[config.mk]
export PLATFORM = sky130hd
export DESIGN_NAME = dram_init_seq
export DESIGN_NICKNAME = d
export VERILOG_FILES = /design/src/rtl/dram_init_pkg.sv /design/src/rtl/init_timer.sv /design/src/rtl/init_fsm.sv /design/src/rtl/init_outputs.sv /design/src/rtl/dram_init_seq.sv
export SDC_FILE = /design/constraint.sdc
export NUM_CORES = 1
export LEC_CHECK = 0
export ABC_AREA = 1
export BUFFER_PORTS_ARGS = -buffer_cell sky130_fd_sc_hd__buf_2
export CAP_MARGIN = 25
export CELL_PAD_IN_SITES_DETAIL_PLACEMENT = 0
export CELL_PAD_IN_SITES_GLOBAL_PLACEMENT = 1
export CORE_ASPECT_RATIO = 1.25
export CORE_UTILIZATION = 41
export CTS_CLUSTER_SIZE = 14
export DETAILED_ROUTE_END_ITERATION = 10
export HOLD_SLACK_MARGIN = 0.15
export PLACE_DENSITY_LB_ADDON = 0.15
export SLEW_MARGIN = 0
export SYNTH_ARGS = -nofsm -noshare
export SYNTH_HDL_FRONTEND = slang
export SYNTH_SLANG_ARGS = --single-unit
[constraint.sdc]
create_clock -name clk -period 2.4 [get_ports clk]
set_input_delay 0 -clock clk [delete_from_list [all_inputs] [get_ports clk]]
set_output_delay 0 -clock clk [all_outputs]
set_load 0.1 [all_outputs]
[src/rtl/dram_init_pkg.sv]
package dram_init_pkg;

  typedef enum logic [3:0] {
    ST_IDLE,
    ST_RESET_HOLD,
    ST_CKE_LOW_SETUP,
    ST_RELEASE_WAIT,
    ST_CLK_STABLE,
    ST_NOP_ISSUE,
    ST_CKE_HIGH,
    ST_INIT_WAIT,
    ST_DONE
  } init_state_e;

  localparam int unsigned CMD_W   = 4;
  localparam logic [CMD_W-1:0] CMD_NOP = 4'b0111;

  // round a time in nanoseconds up to whole clock cycles
  function automatic int unsigned ns_to_cyc(longint unsigned t_ns, longint unsigned per_ps);
    longint unsigned q;
    q = (t_ns * 64'd1000 + per_ps - 64'd1) / per_ps;
    return int'(q);
  endfunction

  function automatic int unsigned umax(int unsigned a, int unsigned b);
    return (a > b) ? a : b;
  endfunction

endpackage

[src/rtl/init_timer.sv]
module init_timer #(
  parameter int unsigned CNT_W = 32
) (
  input  logic             clk,
  input  logic             rst,
  input  logic             load,
  input  logic [CNT_W-1:0] load_val,
  output logic             zero
);

  logic [CNT_W-1:0] cnt;

  always_ff @(posedge clk) begin
    if (rst) begin
      cnt <= '0;
    end else if (load) begin
      cnt <= load_val;
    end else if (cnt != '0) begin
      cnt <= cnt - 1'b1;
    end
  end

  assign zero = (cnt == '0);

endmodule

[src/rtl/init_fsm.sv]
module init_fsm
  import dram_init_pkg::*;
#(
  parameter int unsigned CNT_W         = 32,
  parameter int unsigned RESET_CYC     = 1,
  parameter int unsigned CKE_SETUP_CYC = 1,
  parameter int unsigned RELEASE_CYC   = 1,
  parameter int unsigned CKSTAB_CYC    = 1,
  parameter int unsigned NOP_CYC       = 1,
  parameter int unsigned INIT_CYC      = 1
) (
  input  logic             clk,
  input  logic             rst,
  input  logic             start,
  input  logic             tmr_zero,
  output init_state_e      state,
  output init_state_e      next_state,
  output logic             tmr_load,
  output logic [CNT_W-1:0] tmr_val
);

  function automatic init_state_e succ(init_state_e s);
    case (s)
      ST_RESET_HOLD:    return ST_CKE_LOW_SETUP;
      ST_CKE_LOW_SETUP: return ST_RELEASE_WAIT;
      ST_RELEASE_WAIT:  return ST_CLK_STABLE;
      ST_CLK_STABLE:    return ST_NOP_ISSUE;
      ST_NOP_ISSUE:     return ST_CKE_HIGH;
      ST_CKE_HIGH:      return ST_INIT_WAIT;
      default:          return ST_DONE;
    endcase
  endfunction

  // dwell length of a state minus one (value loaded into the timer)
  function automatic logic [CNT_W-1:0] dwell_m1(init_state_e s);
    case (s)
      ST_RESET_HOLD:    return CNT_W'(RESET_CYC - 1);
      ST_CKE_LOW_SETUP: return CNT_W'(CKE_SETUP_CYC - 1);
      ST_RELEASE_WAIT:  return CNT_W'(RELEASE_CYC - 1);
      ST_CLK_STABLE:    return CNT_W'(CKSTAB_CYC - 1);
      ST_NOP_ISSUE:     return CNT_W'(NOP_CYC - 1);
      ST_INIT_WAIT:     return CNT_W'(INIT_CYC - 1);
      default:          return '0;
    endcase
  endfunction

  always_comb begin
    next_state = state;
    tmr_load   = 1'b0;
    tmr_val    = '0;
    if (start) begin
      next_state = ST_RESET_HOLD;
      tmr_load   = 1'b1;
      tmr_val    = dwell_m1(ST_RESET_HOLD);
    end else if (state != ST_IDLE && state != ST_DONE && tmr_zero) begin
      next_state = succ(state);
      tmr_load   = 1'b1;
      tmr_val    = dwell_m1(succ(state));
    end
  end

  always_ff @(posedge clk) begin
    if (rst) begin
      state <= ST_IDLE;
    end else begin
      state <= next_state;
    end
  end

endmodule

[src/rtl/init_outputs.sv]
module init_outputs
  import dram_init_pkg::*;
(
  input  logic             clk,
  input  logic             rst,
  input  init_state_e      next_state,
  input  logic [CMD_W-1:0] cmd_in,
  output logic             mem_reset_n,
  output logic             cke,
  output logic             ck_run,
  output logic [CMD_W-1:0] cmd_out,
  output logic             init_done
);

  logic rel_n, cke_n, run_n, done_n;

  always_comb begin
    rel_n  = 1'b0;
    cke_n  = 1'b0;
    run_n  = 1'b0;
    done_n = 1'b0;
    case (next_state)
      ST_RELEASE_WAIT: rel_n = 1'b1;
      ST_CLK_STABLE, ST_NOP_ISSUE: begin
        rel_n = 1'b1;
        run_n = 1'b1;
      end
      ST_CKE_HIGH, ST_INIT_WAIT: begin
        rel_n = 1'b1;
        run_n = 1'b1;
        cke_n = 1'b1;
      end
      ST_DONE: begin
        rel_n  = 1'b1;
        run_n  = 1'b1;
        cke_n  = 1'b1;
        done_n = 1'b1;
      end
      default: ;
    endcase
  end

  always_ff @(posedge clk) begin
    if (rst) begin
      mem_reset_n <= 1'b0;
      cke         <= 1'b0;
      ck_run      <= 1'b0;
      init_done   <= 1'b0;
      cmd_out     <= CMD_NOP;
    end else begin
      mem_reset_n <= rel_n;
      cke         <= cke_n;
      ck_run      <= run_n;
      init_done   <= done_n;
      cmd_out     <= done_n ? cmd_in : CMD_NOP;
    end
  end

endmodule

[src/rtl/dram_init_seq.sv]
module dram_init_seq
  import dram_init_pkg::*;
#(
  parameter int unsigned CLK_PERIOD_PS  = 8000,
  parameter int unsigned T_RESET_NS     = 200000,
  parameter int unsigned T_CKE_SETUP_NS = 10,
  parameter int unsigned T_RELEASE_NS   = 500000,
  parameter int unsigned T_CKSTAB_NS    = 10,
  parameter int unsigned CKSTAB_MIN_CYC = 5,
  parameter int unsigned NOP_CYC        = 1,
  parameter int unsigned DLLK_CYC       = 512,
  parameter int unsigned ZQINIT_CYC     = 512,
  parameter int unsigned CNT_W          = 32
) (
  input  logic       clk,
  input  logic       rst,
  input  logic       start,
  input  logic [3:0] cmd_in,
  output logic       mem_reset_n,
  output logic       cke,
  output logic       ck_run,
  output logic [3:0] cmd_out,
  output logic       init_done
);

  localparam int unsigned RESET_CYC     = umax(1, ns_to_cyc(T_RESET_NS, CLK_PERIOD_PS));
  localparam int unsigned CKE_SETUP_CYC = umax(1, ns_to_cyc(T_CKE_SETUP_NS, CLK_PERIOD_PS));
  localparam int unsigned RELEASE_CYC   = umax(1, ns_to_cyc(T_RELEASE_NS, CLK_PERIOD_PS));
  localparam int unsigned CKSTAB_CYC    = umax(umax(1, CKSTAB_MIN_CYC),
                                               ns_to_cyc(T_CKSTAB_NS, CLK_PERIOD_PS));
  localparam int unsigned NOP_LEN       = umax(1, NOP_CYC);
  localparam int unsigned INIT_CYC      = umax(1, umax(DLLK_CYC, ZQINIT_CYC));

  init_state_e      state, next_state;
  logic             tmr_load, tmr_zero;
  logic [CNT_W-1:0] tmr_val;

  init_timer #(.CNT_W(CNT_W)) i_timer (
    .clk      (clk),
    .rst      (rst),
    .load     (tmr_load),
    .load_val (tmr_val),
    .zero     (tmr_zero)
  );

  init_fsm #(
    .CNT_W         (CNT_W),
    .RESET_CYC     (RESET_CYC),
    .CKE_SETUP_CYC (CKE_SETUP_CYC),
    .RELEASE_CYC   (RELEASE_CYC),
    .CKSTAB_CYC    (CKSTAB_CYC),
    .NOP_CYC       (NOP_LEN),
    .INIT_CYC      (INIT_CYC)
  ) i_fsm (
    .clk        (clk),
    .rst        (rst),
    .start      (start),
    .tmr_zero   (tmr_zero),
    .state      (state),
    .next_state (next_state),
    .tmr_load   (tmr_load),
    .tmr_val    (tmr_val)
  );

  init_outputs i_outs (
    .clk         (clk),
    .rst         (rst),
    .next_state  (next_state),
    .cmd_in      (cmd_in),
    .mem_reset_n (mem_reset_n),
    .cke         (cke),
    .ck_run      (ck_run),
    .cmd_out     (cmd_out),
    .init_done   (init_done)
  );

endmodule

==> results of run 1 <==
## routing by layer
layer	vias up	part of all wire (%)	GRT usage, %
li1	1231	-	-
met1	1072	46	26.1
met2	23	51	35.2
met3	6	1.6	3.46
met4	0	0.85	6.70
met5	-	0	0
## tightest hold or removal path: cells and delay by family
kind,cells,cell delay (ns)
buf+inv,3,0.65
simple gates,1,0.05
## cells by family (layout without fill, tap and decap cells)
| family | after synthesis | after routing | share of synthesized area (%) |
|---|---|---|---|
| compound gates | 50 | 50 | 10.3 |
| xor+xnor | 11 | 11 | 3.73 |
| fa+ha+maj | 2 | 2 | 0.970 |
| buf+inv | 53 | 79 | 7.91 |
| flops | 44 | 44 | 34.1 |
| simple gates | 211 | 211 | 42.9 |
## layout make-up
class,count,area [um2],share of cell area [%]
Clock buffer,8,90.1,3.11
Multi-Input combinational cell,274,1500,51.7
Sequential cell,44,881,30.4
Tap cell,82,103,3.55
Timing Repair Buffer,20,130,4.50
Inverter,51,194,6.70
## how the worst max path moves through the flow
stage | start | end | slack (ns) | cells after the start
2_1_floorplan | i_timer.cnt[0] | i_outs.cmd_out[0] | 0.76 | 13
3_3_place_gp | i_timer.cnt[0] | i_timer.cnt[5] | 0.47 | 11
3_5_place_dp | i_timer.cnt[0] | i_timer.cnt[5] | 0.48 | 11
4_1_cts | i_timer.cnt[0] | i_timer.cnt[5] | 0.45 | 11
5_1_grt | i_timer.cnt[0] | i_timer.cnt[2] | 0.24 | 13
6_report | i_timer.cnt[0] | i_timer.cnt[5] | 0.46 | 11
## cells in the final DEF, fill, tap and decap left out, types with 4 or more instances in the layout
master,instances
nand2_1,67
nor2_1,56
dfxtp_1,44
inv_1,40
a21oi_1,20
nor2_2,18
o21ai_0,18
nand3_1,16
nand2_2,15
buf_2,14
inv_2,8
nor3_1,7
nor4_1,7
nor2_4,6
xnor2_1,6
clkbuf_8,6
dlygate4sd3_1,6
xor2_1,5
a31oi_1,5
nand2_4,4
o21ai_1,4
## report_power, final
group / switching, mW / internal (mW)
Combinational: 0.218 / 0.112
Sequential: 0.0293 / 0.755
Clock: 0.251 / 0.235
Total: 0.498 / 1.10
## registers in the layout (all words and copies together), names as in the netlist
name                cells
i_timer.cnt            32
i_fsm.state             4
i_outs.cmd_out          4
i_outs.ck_run           1
i_outs.cke              1
i_outs.init_done        1
i_outs.mem_reset_n      1
## what timing repair did
item	in CTS	in global routing
gates resized for setup	0	0
hold buffers	6	0
hold endpoints to repair	19	0
==> metrics.md, run 1 <==
| Metric | Value |
|---|---|
| Status | `completed` |
| Routability cong. | `0.851` |
| Post-synthesis sequential area ratio | `34.1%` |
| Final instance area | `~0.0029 mm2` |
| Hold Path Stages | `4` |
| Hold Vio Cnt, Final | `0` |
| Top_reg_cell synth | `dfxtp_1` |
| Final Cycle Share | `80.7%` |
| Filler instances | `640` |
| Share of cells above drive strength 1 | `20.9%` |
| Worst Path Buf+Inv | `3` |
| CTS tree | `done` |
| Antenna violations before repair | `0` |
| Synth-to-layout area growth | `12.1%` |
| Hold Crit Start | `cmd_in[0]` |
| TritonCTS Sinks | `44` |
| ANT cells | `0` |
| R2R cell count | `11` |
| Layout Nets | `405` |
| IO Pins | `15` |
| Clock slew at reported path FFs | `0.08 ns` |
| Crit path largest cell delay | `0.31 ns` |
| Number of global-route vias before repair | `around 2200` |
| Worst hold slack | `0.426 ns` |
| Most common cell on crit path | `inv_1` |
| Max cap viols | `0` |
| Setup TNS | `0 ns` |
| Post-synth EDFFs | `0` |
| Post-synth top cells | `67 x nand2_1, 56 x nor2_1, 44 x dfxtp_1` |
| Iteration count of the initial detailed-routing pass | `4` |
| Die width | `73.0 um` |
| Post-CTS Setup Inserts | `0` |
| Via Count | `approximately 2300` |
| Most common cell in the netlist | `nand2_1` |
| Leak | `roughly 1.3 nW` |
| Post-DP HPWL | `4.97 mm` |
| Critical-path cell list | `inv_1 > ha_1 > nand2_1 > nor2_2 > nand2_2 > nor2_8 > nand3_2 > nand2_2 > inv_1 > nand2_1 > inv_1` |
| Row count | `31` |
| Mapped cell area | `0.00258 mm2` |
| Skew-Pair Late Insertion Delay | `approximately 0.30 ns` |
| Crit-path slowest cell | `dfxtp_1` |
| Clock buffer depth | `2` |
| Mapped Nets | `380` |
| Final setup fails | `0` |
| Max Fclk | `516 MHz` |
| Worst Path Arrival | `approximately 2.2 ns` |
| Initial Utilization | `43.5%` |
| Worst slew pin tran | `0.490 ns` |
| Critical path class | `reg -> reg` |
| Worst R2R End | `i_timer.cnt[5]` |
| WP data required | `2.61 ns` |
| Die area | `~0.0066 mm2` |
| Pwr Density | `553 mW/mm2` |
| Final Util | `roughly 50%` |
| Vias/cell | `4.87` |
| Gr ovfl total | `0` |
| Mean Syn Cell Area | `6.95 um2` |
| Post-Place Worst Slack | `0.475 ns` |
| Post-route antenna net violation count | `0` |
| RSZ-0062 raised after global routing | `no` |
| Worst Hold Class | `in -> reg` |
| H-tree depth | `2` |
| Pin count of the biggest net entering global routing | `13` |
| Die Y | `90.7 um` |
| Placed insts | `465` |
| Worst slew margin | `about two thirds` |
| WHS Endpoint | `i_outs.cmd_out[0]` |
| Reg2reg setup slack | `0.46 ns` |
| Cell taking the most area after synthesis | `dfxtp_1` |
| Max Slew Vio Count | `0` |
| CP Launch Type | `flip-flop` |
| Share of Yosys cell area claimed by the top area cell type | `34.1%` |
| First-pass GRT wire length | `10.5 mm` |
| DRT iter0 DRCs | `approximately 100` |
| Crit-path leading delay family | `simple AND/OR/NAND/NOR gates` |
| Synth top area cells | `dfxtp_1 34%, nand2_1 9.7%, nor2_1 8.1%, inv_1 5.8%, nor2_2 4.4%` |
| Root Buffer | `clkbuf_8` |
| Crit path max fanout | `10` |
| Final Skew | `0.00914 ns` |
| R2R Path Start | `i_timer.cnt[0]` |
| Synth Warn # | `0` |
| DP Area | `roughly 0.0027 mm2` |
| Design Power | `~1.6 mW` |
| Worst vdd ir | `about 0.22 mV` |
| Asr flop ratio synth | `0%` |
| Fin crit period | `1.94 ns` |
| Cells after synthesis | `~370` |
| Synth unique cells | `32` |
| DRT Wirelength | `6.25 mm` |
| Critical Path Sink Type | `flip-flop` |
| CORE AREA | `0.00593 mm2` |
| DRC Markers | `0` |
| I/O Buffers | `14` |
| Wire length per cell | `13.0 um` |
| CTS Buf Count | `5` |
| Final cell count without fillers | `479` |
| Synthesis-stage register bit count | `44` |
| Post-route worst setup slack | `around 0.46 ns` |
| Overall routing resource usage | `20.7%` |
Power figures use the tool's default switching activity.
==> run 2: changes to the inputs <==
--- a/config.mk
+++ b/config.mk
@@ -11,7 +11,7 @@
 export CELL_PAD_IN_SITES_DETAIL_PLACEMENT = 0
 export CELL_PAD_IN_SITES_GLOBAL_PLACEMENT = 1
 export CORE_ASPECT_RATIO = 1.25
-export CORE_UTILIZATION = 41
+export CORE_UTILIZATION = 40
 export CTS_CLUSTER_SIZE = 14
 export DETAILED_ROUTE_END_ITERATION = 10
 export HOLD_SLACK_MARGIN = 0.15
==> constraint.sdc (replaced) <==
create_clock -name clk -period 1.6 [get_ports clk]
set_input_delay 0 -clock clk [delete_from_list [all_inputs] [get_ports clk]]
set_output_delay 0 -clock clk [all_outputs]
set_load 0.1 [all_outputs]
==> run 2 against run 1 <==
Compared with the run above: the flow now finishes with violations (setup timing); cell count is 22% higher; die area is 2.4% higher; hold slack worse by 0.012 ns; utilization is 18 points higher; sequential share of layout area is 8.8 points lower; power is 85% higher; setup slack worse by 0.59 ns.
==> metrics.md, run 2 (synthesis gave the netlist of run 1 again) <==
| Metric | Value |
|---|---|
| Post-Place Worst Slack | `-0.234 ns (was 0.475 ns)` |
| Vias/cell | `4.78 (was 4.87)` |
| Final Skew | `0.00483 ns (was 0.00914 ns)` |
| CP Launch Type | `flip-flop (unchanged)` |
| CORE AREA | `0.00621 mm2 (was 0.00593 mm2)` |
| Clock buffer depth | `2 (unchanged)` |
| Initial Utilization | `41.6% (was 43.5%)` |
| Max Slew Vio Count | `0 (unchanged)` |
| Worst hold slack | `0.414 ns (was 0.426 ns)` |
| Wire length per cell | `13.5 um (was 13.0 um)` |
| H-tree depth | `2 (unchanged)` |
| Root Buffer | `clkbuf_8 (unchanged)` |
| Worst Hold Class | `in -> reg (unchanged)` |
| Regs by FF count | `i_timer.cnt x32, i_fsm.state x4, i_outs.cmd_out x4 (unchanged)` |
| Gr ovfl total | `0 (unchanged)` |
| ANT cells | `0 (unchanged)` |
| Worst slew margin | `61.0% (was 67.5%)` |
| Final setup fails | `42 (was 0)` |
| Clock slew at reported path FFs | `0.09 ns (was 0.08 ns)` |
| Worst vdd ir | `0.529 mV (was 0.223 mV)` |
| Max cap viols | `0 (unchanged)` |
| Critical path class | `reg -> reg (unchanged)` |
| Crit path max fanout | `7 (was 10)` |
| Design Power | `2.96 mW (was 1.60 mW)` |
| Final cell count without fillers | `584 (was 479)` |
| Hold Crit Start | `cmd_in[2] (was cmd_in[0])` |
| Die Y | `91.8 um (was 90.7 um)` |
| CTS Buf Count | `5 (unchanged)` |
| Iteration count of the initial detailed-routing pass | `4 (unchanged)` |
| Final instance area | `0.00416 mm2 (was 0.00289 mm2)` |
| Final Util | `67.0% (was 48.7%)` |
| Crit-path leading delay family | `simple AND/OR/NAND/NOR gates (unchanged)` |
| Synth-to-layout area growth | `61.3% (was 12.1%)` |
| Hold Vio Cnt, Final | `0 (unchanged)` |
| Leak | `1.95 nW (was 1.34 nW)` |
| Final Cycle Share | `108% (was 80.7%)` |
| Skew-Pair Late Insertion Delay | `0.30 ns (about the same)` |
| Pwr Density | `712 mW/mm2 (was 553 mW/mm2)` |
| Hold Path Stages | `4 (unchanged)` |
| CTS tree | `done (unchanged)` |
| Commonest non-fill, non-tap cells in the layout | `92 x buf_4, 49 x nand2_1, 39 x nor2_1, 35 x inv_1, 31 x dfxtp_1 (was 67 x nand2_1, 56 x nor2_1, 44 x dfxtp_1, 40 x inv_1, 20 x a21oi_1)` |
| Critical-path cell list | `nor2_4 > buf_6 > nand2_2 > nor2_2 > nand2_2 > nor2_8 > nand3_4 > nand2_4 > inv_2 > o21ai_2 > a21oi_1 (was inv_1 > ha_1 > nand2_1 > nor2_2 > nand2_2 > nor2_8 > nand3_2 > nand2_2 > inv_1 > nand2_1 > inv_1)` |
| DRC Markers | `0 (unchanged)` |
| DRT Wirelength | `7.87 mm (was 6.25 mm)` |
| I/O Buffers | `14 (unchanged)` |
| TritonCTS Sinks | `44 (unchanged)` |
| Worst Path Arrival | `1.92 ns (was 2.15 ns)` |
| RSZ-0062 raised after global routing | `yes (was no)` |
| Overall routing resource usage | `24.9% (was 20.7%)` |
| Number of global-route vias before repair | `2796 (was 2197)` |
| Routability cong. | `0.823 (was 0.851)` |
| Commonest non-fill, non-tap cell in the layout | `buf_4 (was nand2_1)` |
| First-pass GRT wire length | `12.8 mm (was 10.5 mm)` |
| Worst R2R End | `i_timer.cnt[23] (was i_timer.cnt[5])` |
| Critical Path Sink Type | `flip-flop (unchanged)` |
| Reg2reg setup slack | `-0.12 ns (was 0.46 ns)` |
| Post-route worst setup slack | `-0.123 ns (was 0.463 ns)` |
| Top reg by flops | `i_timer.cnt (unchanged)` |
| Max Fclk | `580 MHz (was 516 MHz)` |
| Most common cell on crit path | `nand2_2 (was inv_1)` |
| WHS Endpoint | `i_outs.cmd_out[2] (was i_outs.cmd_out[0])` |
| Pin count of the biggest net entering global routing | `14 (was 13)` |
| Share of cells above drive strength 1 | `53.3% (was 20.9%)` |
| Fin crit period | `1.72 ns (was 1.94 ns)` |
| DP Area | `0.00340 mm2 (was 0.00274 mm2)` |
| Row count | `32 (was 31)` |
| Die area | `0.00678 mm2 (was 0.00662 mm2)` |
| Failing checks | `setup timing` |
| IO Pins | `15 (unchanged)` |
| Crit path largest cell delay | `0.37 ns (was 0.31 ns)` |
| Die width | `73.8 um (was 73.0 um)` |
| R2R Path Start | `i_timer.cnt[3] (was i_timer.cnt[0])` |
| Placed insts | `553 (was 465)` |
| R2R cell count | `11 (unchanged)` |
| Post-route antenna net violation count | `0 (unchanged)` |
| Worst Path Buf+Inv | `2 (was 3)` |
| WP data required | `1.80 ns (was 2.61 ns)` |
| Post-DP HPWL | `5.63 mm (was 4.97 mm)` |
| Crit-path slowest cell | `dfxtp_4 (was dfxtp_1)` |
| DRT iter0 DRCs | `101 (was 103)` |
| Status | `finished with violations (was completed)` |
| Layout Nets | `507 (was 405)` |
| Antenna violations before repair | `0 (unchanged)` |
| Worst slew pin tran | `0.584 ns (was 0.490 ns)` |
| Via Count | `2794 (was 2332)` |
| Max reg flops | `32 (unchanged)` |
| Setup TNS | `-3.88 ns (was 0 ns)` |
[run 2: changes by cell type in the layout (fill, tap and decap cells not counted), moves of 7 or more]
cell and change:
buf_4 +92, buf_6 +7, dfxtp_1 -13, dfxtp_2 +12, inv_4 +7, nand2_1 -18, nand2_2 +9, nand2_4 +8
nand3_1 -9, nor2_1 -17, nor2_4 +19, o21ai_0 -11, o21ai_1 +7
[run 2: what timing repair did]
action	CTS	global route
setup endpoints to repair	41	44
buffers inserted	14	2
hold buffers	6	0
endpoints found under the hold margin	16	0
gates cloned	2	0
gates resized for setup	105	36
pin swaps	39	16
[run 2: layout make-up]
cell class                 count  area (um2)
clock buffer                   6        72.6
clock inverter                 2        35.0
fill                         533        2050
inverter                      51         218
multi-input combinational    275        1900
sequential                    44         900
tap                           85         106
timing repair buffer         120         920
timing repair inverter         1        6.26
[run 2: report_power, final]
part / internal [mW] / switching, mW / leakage (nW) / total, mW
combinational: 0.432 / 0.493 / 1.54 / 0.925
sequential: 1.14 / 0.0461 / 0.362 / 1.18
clock: 0.464 / 0.391 / 0.0552 / 0.855
[run 2: worst max-delay path by stage]
stage,startpoint,cells past startpoint,slack [ns],endpoint
finish,i_timer.cnt[3],11,-0.12,i_timer.cnt[23]
global route,i_timer.cnt[3],12,-0.23,i_timer.cnt[1]
CTS,i_timer.cnt[15],13,-0.1,i_outs.cmd_out[0]
detailed placement,i_timer.cnt[1],12,-0.23,i_timer.cnt[26]
global placement,i_timer.cnt[1],13,-0.20,i_timer.cnt[26]
floorplan,i_timer.cnt[1],13,0.004,i_outs.cmd_out[0]
[run 2: worst min-delay path, cell delays in order]
cell and delay, ns:
dlygate4sd3_1 0.51, buf_2 0.09, inv_1 0.04, nand2_2 0.05
[run 2: layer usage]
metal,GRT usage [%],up-vias,wire (um)
met1,27.2,1276,3140
met4,10.9,0,255
met5,0,-,0
li1,-,1448,-
met2,46.3,47,4290
met3,3.30,23,186
==> run 3: changes to the inputs <==
==> constraint.sdc (replaced) <==
create_clock -name clk -period 1.6 [get_ports clk]
set_input_delay 0.08 -clock clk [delete_from_list [all_inputs] [get_ports clk]]
set_output_delay 0.08 -clock clk [all_outputs]
set_load 0.1 [all_outputs]
==> run 3 against run 2 <==
Compared with the run above: the flow still finishes with violations (setup timing); critical path depth unchanged; sequential share of layout area hardly changed; via count rose by 2.2%; sequential cell count is the same; critical endpoint is now i_timer.cnt[20]; largest cell class unchanged; highest routed layer unchanged.
==> metrics.md, run 3 (synthesis gave the netlist of run 1 again) <==
| Metric | Value |
|---|---|
| Status | `finished with violations (unchanged)` |
| Iteration count of the initial detailed-routing pass | `4 (unchanged)` |
| CTS tree | `done (unchanged)` |
| Max reg flops | `32 (unchanged)` |
| Sequential power share | `39.6% (was 39.9%)` |
| Root Buffer | `clkbuf_8 (unchanged)` |
| Final Cycle Share | `109% (was 108%)` |
| CORE AREA | `0.00621 mm2 (unchanged)` |
| Sw Ratio | `31.6% (was 31.4%)` |
| CP Launch Type | `flip-flop (unchanged)` |
| WHS Endpoint | `i_timer.cnt[0] (was i_outs.cmd_out[2])` |
| Reg2reg setup slack | `-0.15 ns (was -0.12 ns)` |
| IO Pins | `15 (unchanged)` |
| Most common cell on crit path | `nor2_2 (was nand2_2)` |
| Post-Route M1 WL | `3.21 mm (was 3.14 mm)` |
| H-tree depth | `2 (unchanged)` |
| R2R cell count | `11 (unchanged)` |
| Vias/cell | `4.88 (was 4.78)` |
| Max Slew Vio Count | `0 (unchanged)` |
| Top sig layer | `met4 (unchanged)` |
| R2R Path Start | `i_timer.cnt[19] (was i_timer.cnt[3])` |
| Int Pwr | `2.04 mW (was 2.03 mW)` |
| DR WL met3 | `152 um (was 186 um)` |
| TritonCTS Sinks | `44 (unchanged)` |
| Hold Vio Cnt, Final | `0 (unchanged)` |
| RSZ-0062 raised after global routing | `yes (unchanged)` |
| Final Util | `67.4% (was 67.0%)` |
| Comb pwr share | `31.7% (was 31.2%)` |
| Critical Path Sink Type | `flip-flop (unchanged)` |
| Initial Utilization | `41.6% (unchanged)` |
| Clock network fraction of total power | `28.6% (was 28.9%)` |
| Post-route worst setup slack | `-0.151 ns (was -0.123 ns)` |
| Die area | `0.00678 mm2 (unchanged)` |
| Failing checks | `setup timing (unchanged)` |
| Max Fclk | `571 MHz (was 580 MHz)` |
| Antenna violations before repair | `0 (unchanged)` |
| Layout Nets | `508 (was 507)` |
| Pin count of the biggest net entering global routing | `14 (unchanged)` |
| Gr ovfl total | `0 (unchanged)` |
| Row count | `32 (unchanged)` |
| Final Skew | `0.00634 ns (was 0.00483 ns)` |
| Crit path largest cell delay | `0.33 ns (was 0.37 ns)` |
| DRT iter0 DRCs | `109 (was 101)` |
| Max cap viols | `0 (unchanged)` |
| DRT Wirelength | `7.92 mm (was 7.87 mm)` |
| Sw Pwr | `0.944 mW (was 0.930 mW)` |
| ANT cells | `0 (unchanged)` |
| Worst Hold Class | `in -> reg (unchanged)` |
| Commonest non-fill, non-tap cells in the layout | `95 x buf_4, 51 x nand2_1, 38 x nor2_1, 35 x inv_1, 30 x dfxtp_1 (was 92 x buf_4, 49 x nand2_1, 39 x nor2_1, 35 x inv_1, 31 x dfxtp_1)` |
| Wire length per cell | `13.5 um (about the same)` |
| Crit-path leading delay family | `simple AND/OR/NAND/NOR gates (unchanged)` |
| Fin crit period | `1.75 ns (was 1.72 ns)` |
| Die width | `73.8 um (unchanged)` |
| Critical path class | `reg -> reg (unchanged)` |
| Routability cong. | `0.823 (unchanged)` |
| Final setup fails | `43 (was 42)` |
| Top reg by flops | `i_timer.cnt (unchanged)` |
| Leak | `1.96 nW (was 1.95 nW)` |
| Worst slew pin tran | `0.566 ns (was 0.584 ns)` |
| Regs by FF count | `i_timer.cnt x32, i_fsm.state x4, i_outs.cmd_out x4 (unchanged)` |
| First-pass GRT wire length | `12.6 mm (was 12.8 mm)` |
| Clock slew at reported path FFs | `0.09 ns (about the same)` |
| Post-route antenna net violation count | `0 (unchanged)` |
| Worst Path Arrival | `1.94 ns (was 1.92 ns)` |
| CTS Buf Count | `5 (unchanged)` |
| Skew-Pair Late Insertion Delay | `0.30 ns (about the same)` |
| Worst slew margin | `62.2% (was 61.0%)` |
| Commonest non-fill, non-tap cell in the layout | `buf_4 (unchanged)` |
| Worst R2R End | `i_timer.cnt[20] (was i_timer.cnt[23])` |
| Crit-path slowest cell | `dfxtp_1 (was dfxtp_4)` |
| Hold Path Stages | `3 (was 4)` |
| WP data required | `1.79 ns (was 1.80 ns)` |
| Critical-path cell list | `nor2_2 > nand2_1 > nor2_2 > nand2_2 > nor2_8 > inv_4 > buf_12 > nand3b_1 > nor2_2 > nor2_1 > nor3b_2 (was nor2_4 > buf_6 > nand2_2 > nor2_2 > nand2_2 > nor2_8 > nand3_4 > nand2_4 > inv_2 > o21ai_2 > a21oi_1)` |
| I/O Buffers | `14 (unchanged)` |
| Worst Path Buf+Inv | `2 (unchanged)` |
| Hold Crit Start | `start (was cmd_in[2])` |
| DRC Markers | `0 (unchanged)` |
| Clock buffer depth | `2 (unchanged)` |
| Pwr Density | `713 mW/mm2 (was 712 mW/mm2)` |
| Worst vdd ir | `0.520 mV (was 0.529 mV)` |
| Die Y | `91.8 um (unchanged)` |
| Post-Place Worst Slack | `-0.234 ns (unchanged)` |
| Via Count | `2856 (was 2794)` |
| Post-DP HPWL | `5.63 mm (unchanged)` |
| Overall routing resource usage | `24.5% (was 24.9%)` |
| Share of cells above drive strength 1 | `53.8% (was 53.3%)` |
| Met2 routed WL | `4.28 mm (was 4.29 mm)` |
| Number of global-route vias before repair | `2766 (was 2796)` |
| Crit path max fanout | `6 (was 7)` |
| Synth-to-layout area growth | `62.1% (was 61.3%)` |
==> run 3: cell count changes in the layout (fill, tap and decap cells not counted), sizes merged <==
cell / previous run / this run
buf: 114 / 117
dlygate4sd3: 6 / 4
clkinv: 2 / 3
inv: 51 / 50
==> run 3: how the worst max path moves through the flow <==
stage	to	from	depth (start not counted)	slack (ns)
finish	i_timer.cnt[20]	i_timer.cnt[19]	11	-0.15
global route	i_timer.cnt[20]	i_timer.cnt[19]	11	-0.24
CTS	i_outs.cmd_out[0]	i_timer.cnt[15]	13	-0.1
detailed placement	i_timer.cnt[26]	i_timer.cnt[1]	12	-0.23
global placement	i_timer.cnt[26]	i_timer.cnt[1]	13	-0.20
floorplan	i_outs.cmd_out[0]	i_timer.cnt[1]	13	0.004
==> run 3: final cells by class <==
cell class | instances | area, um2
Tap cell | 85 | 106
Multi-Input combinational cell | 275 | 1920
Inverter | 51 | 218
Clock buffer | 6 | 72.6
Timing Repair Buffer | 121 | 922
Sequential cell | 44 | 903
Fill cell | 516 | 2020
Timing Repair inverter | 1 | 6.26
Clock inverter | 2 | 35.0
==> run 3: worst reg2reg max path, stage by stage (launching register included) <==
cell,delay (ns)
dfxtp_1,0.33
nor2_2,0.17
nand2_1,0.11
nor2_2,0.12
nand2_2,0.10
nor2_8,0.21
inv_4,0.06
buf_12,0.13
nand3b_1,0.16
nor2_2,0.06
nor2_1,0.13
nor3b_2,0.05
==> run 3: repair_timing <==
| item | CTS | global route |
|---|---|---|
| pin swaps | 39 | 34 |
| gates resized for setup | 105 | 41 |
| endpoints found under the hold margin | 4 | 0 |
| gates cloned | 2 | 0 |
| hold buffers | 4 | 0 |
| setup buffers | 14 | 5 |
| setup endpoints to repair | 41 | 44 |
==> run 3: power by group through the flow <==
stage,sequential [mW],clock (mW),combinational [mW]
floorplan,1.19,0,0.387
global placement,1.20,0,0.690
detailed placement,1.20,0,0.695
CTS,1.18,0.870,0.879
global route,1.19,0.908,1.02
finish,1.18,0.854,0.947
==> run 3: stage by stage <==
stage | hold WS [ns] | total power, mW | instance area, um2 | cells | TNS (ns)
after floorplan | 0.180 | 1.58 | 2580 | 371 | 0
after global placement | 0.266 | 1.89 | 3400 | 553 | -4.90
after detailed placement | 0.269 | 1.89 | 3400 | 553 | -5.23
after CTS | 0.160 | 2.93 | 4010 | 580 | -2.06
after global routing | 0.165 | 3.11 | 4180 | 585 | -7.16
final | 0.163 | 2.98 | 4180 | 585 | -3.73
==> run 3: layer usage <==
layer	up-vias	track usage (%)
met3	24	3.63
met2	44	44.6
met5	-	0
met1	1334	26.7
li1	1454	-
met4	0	12.0
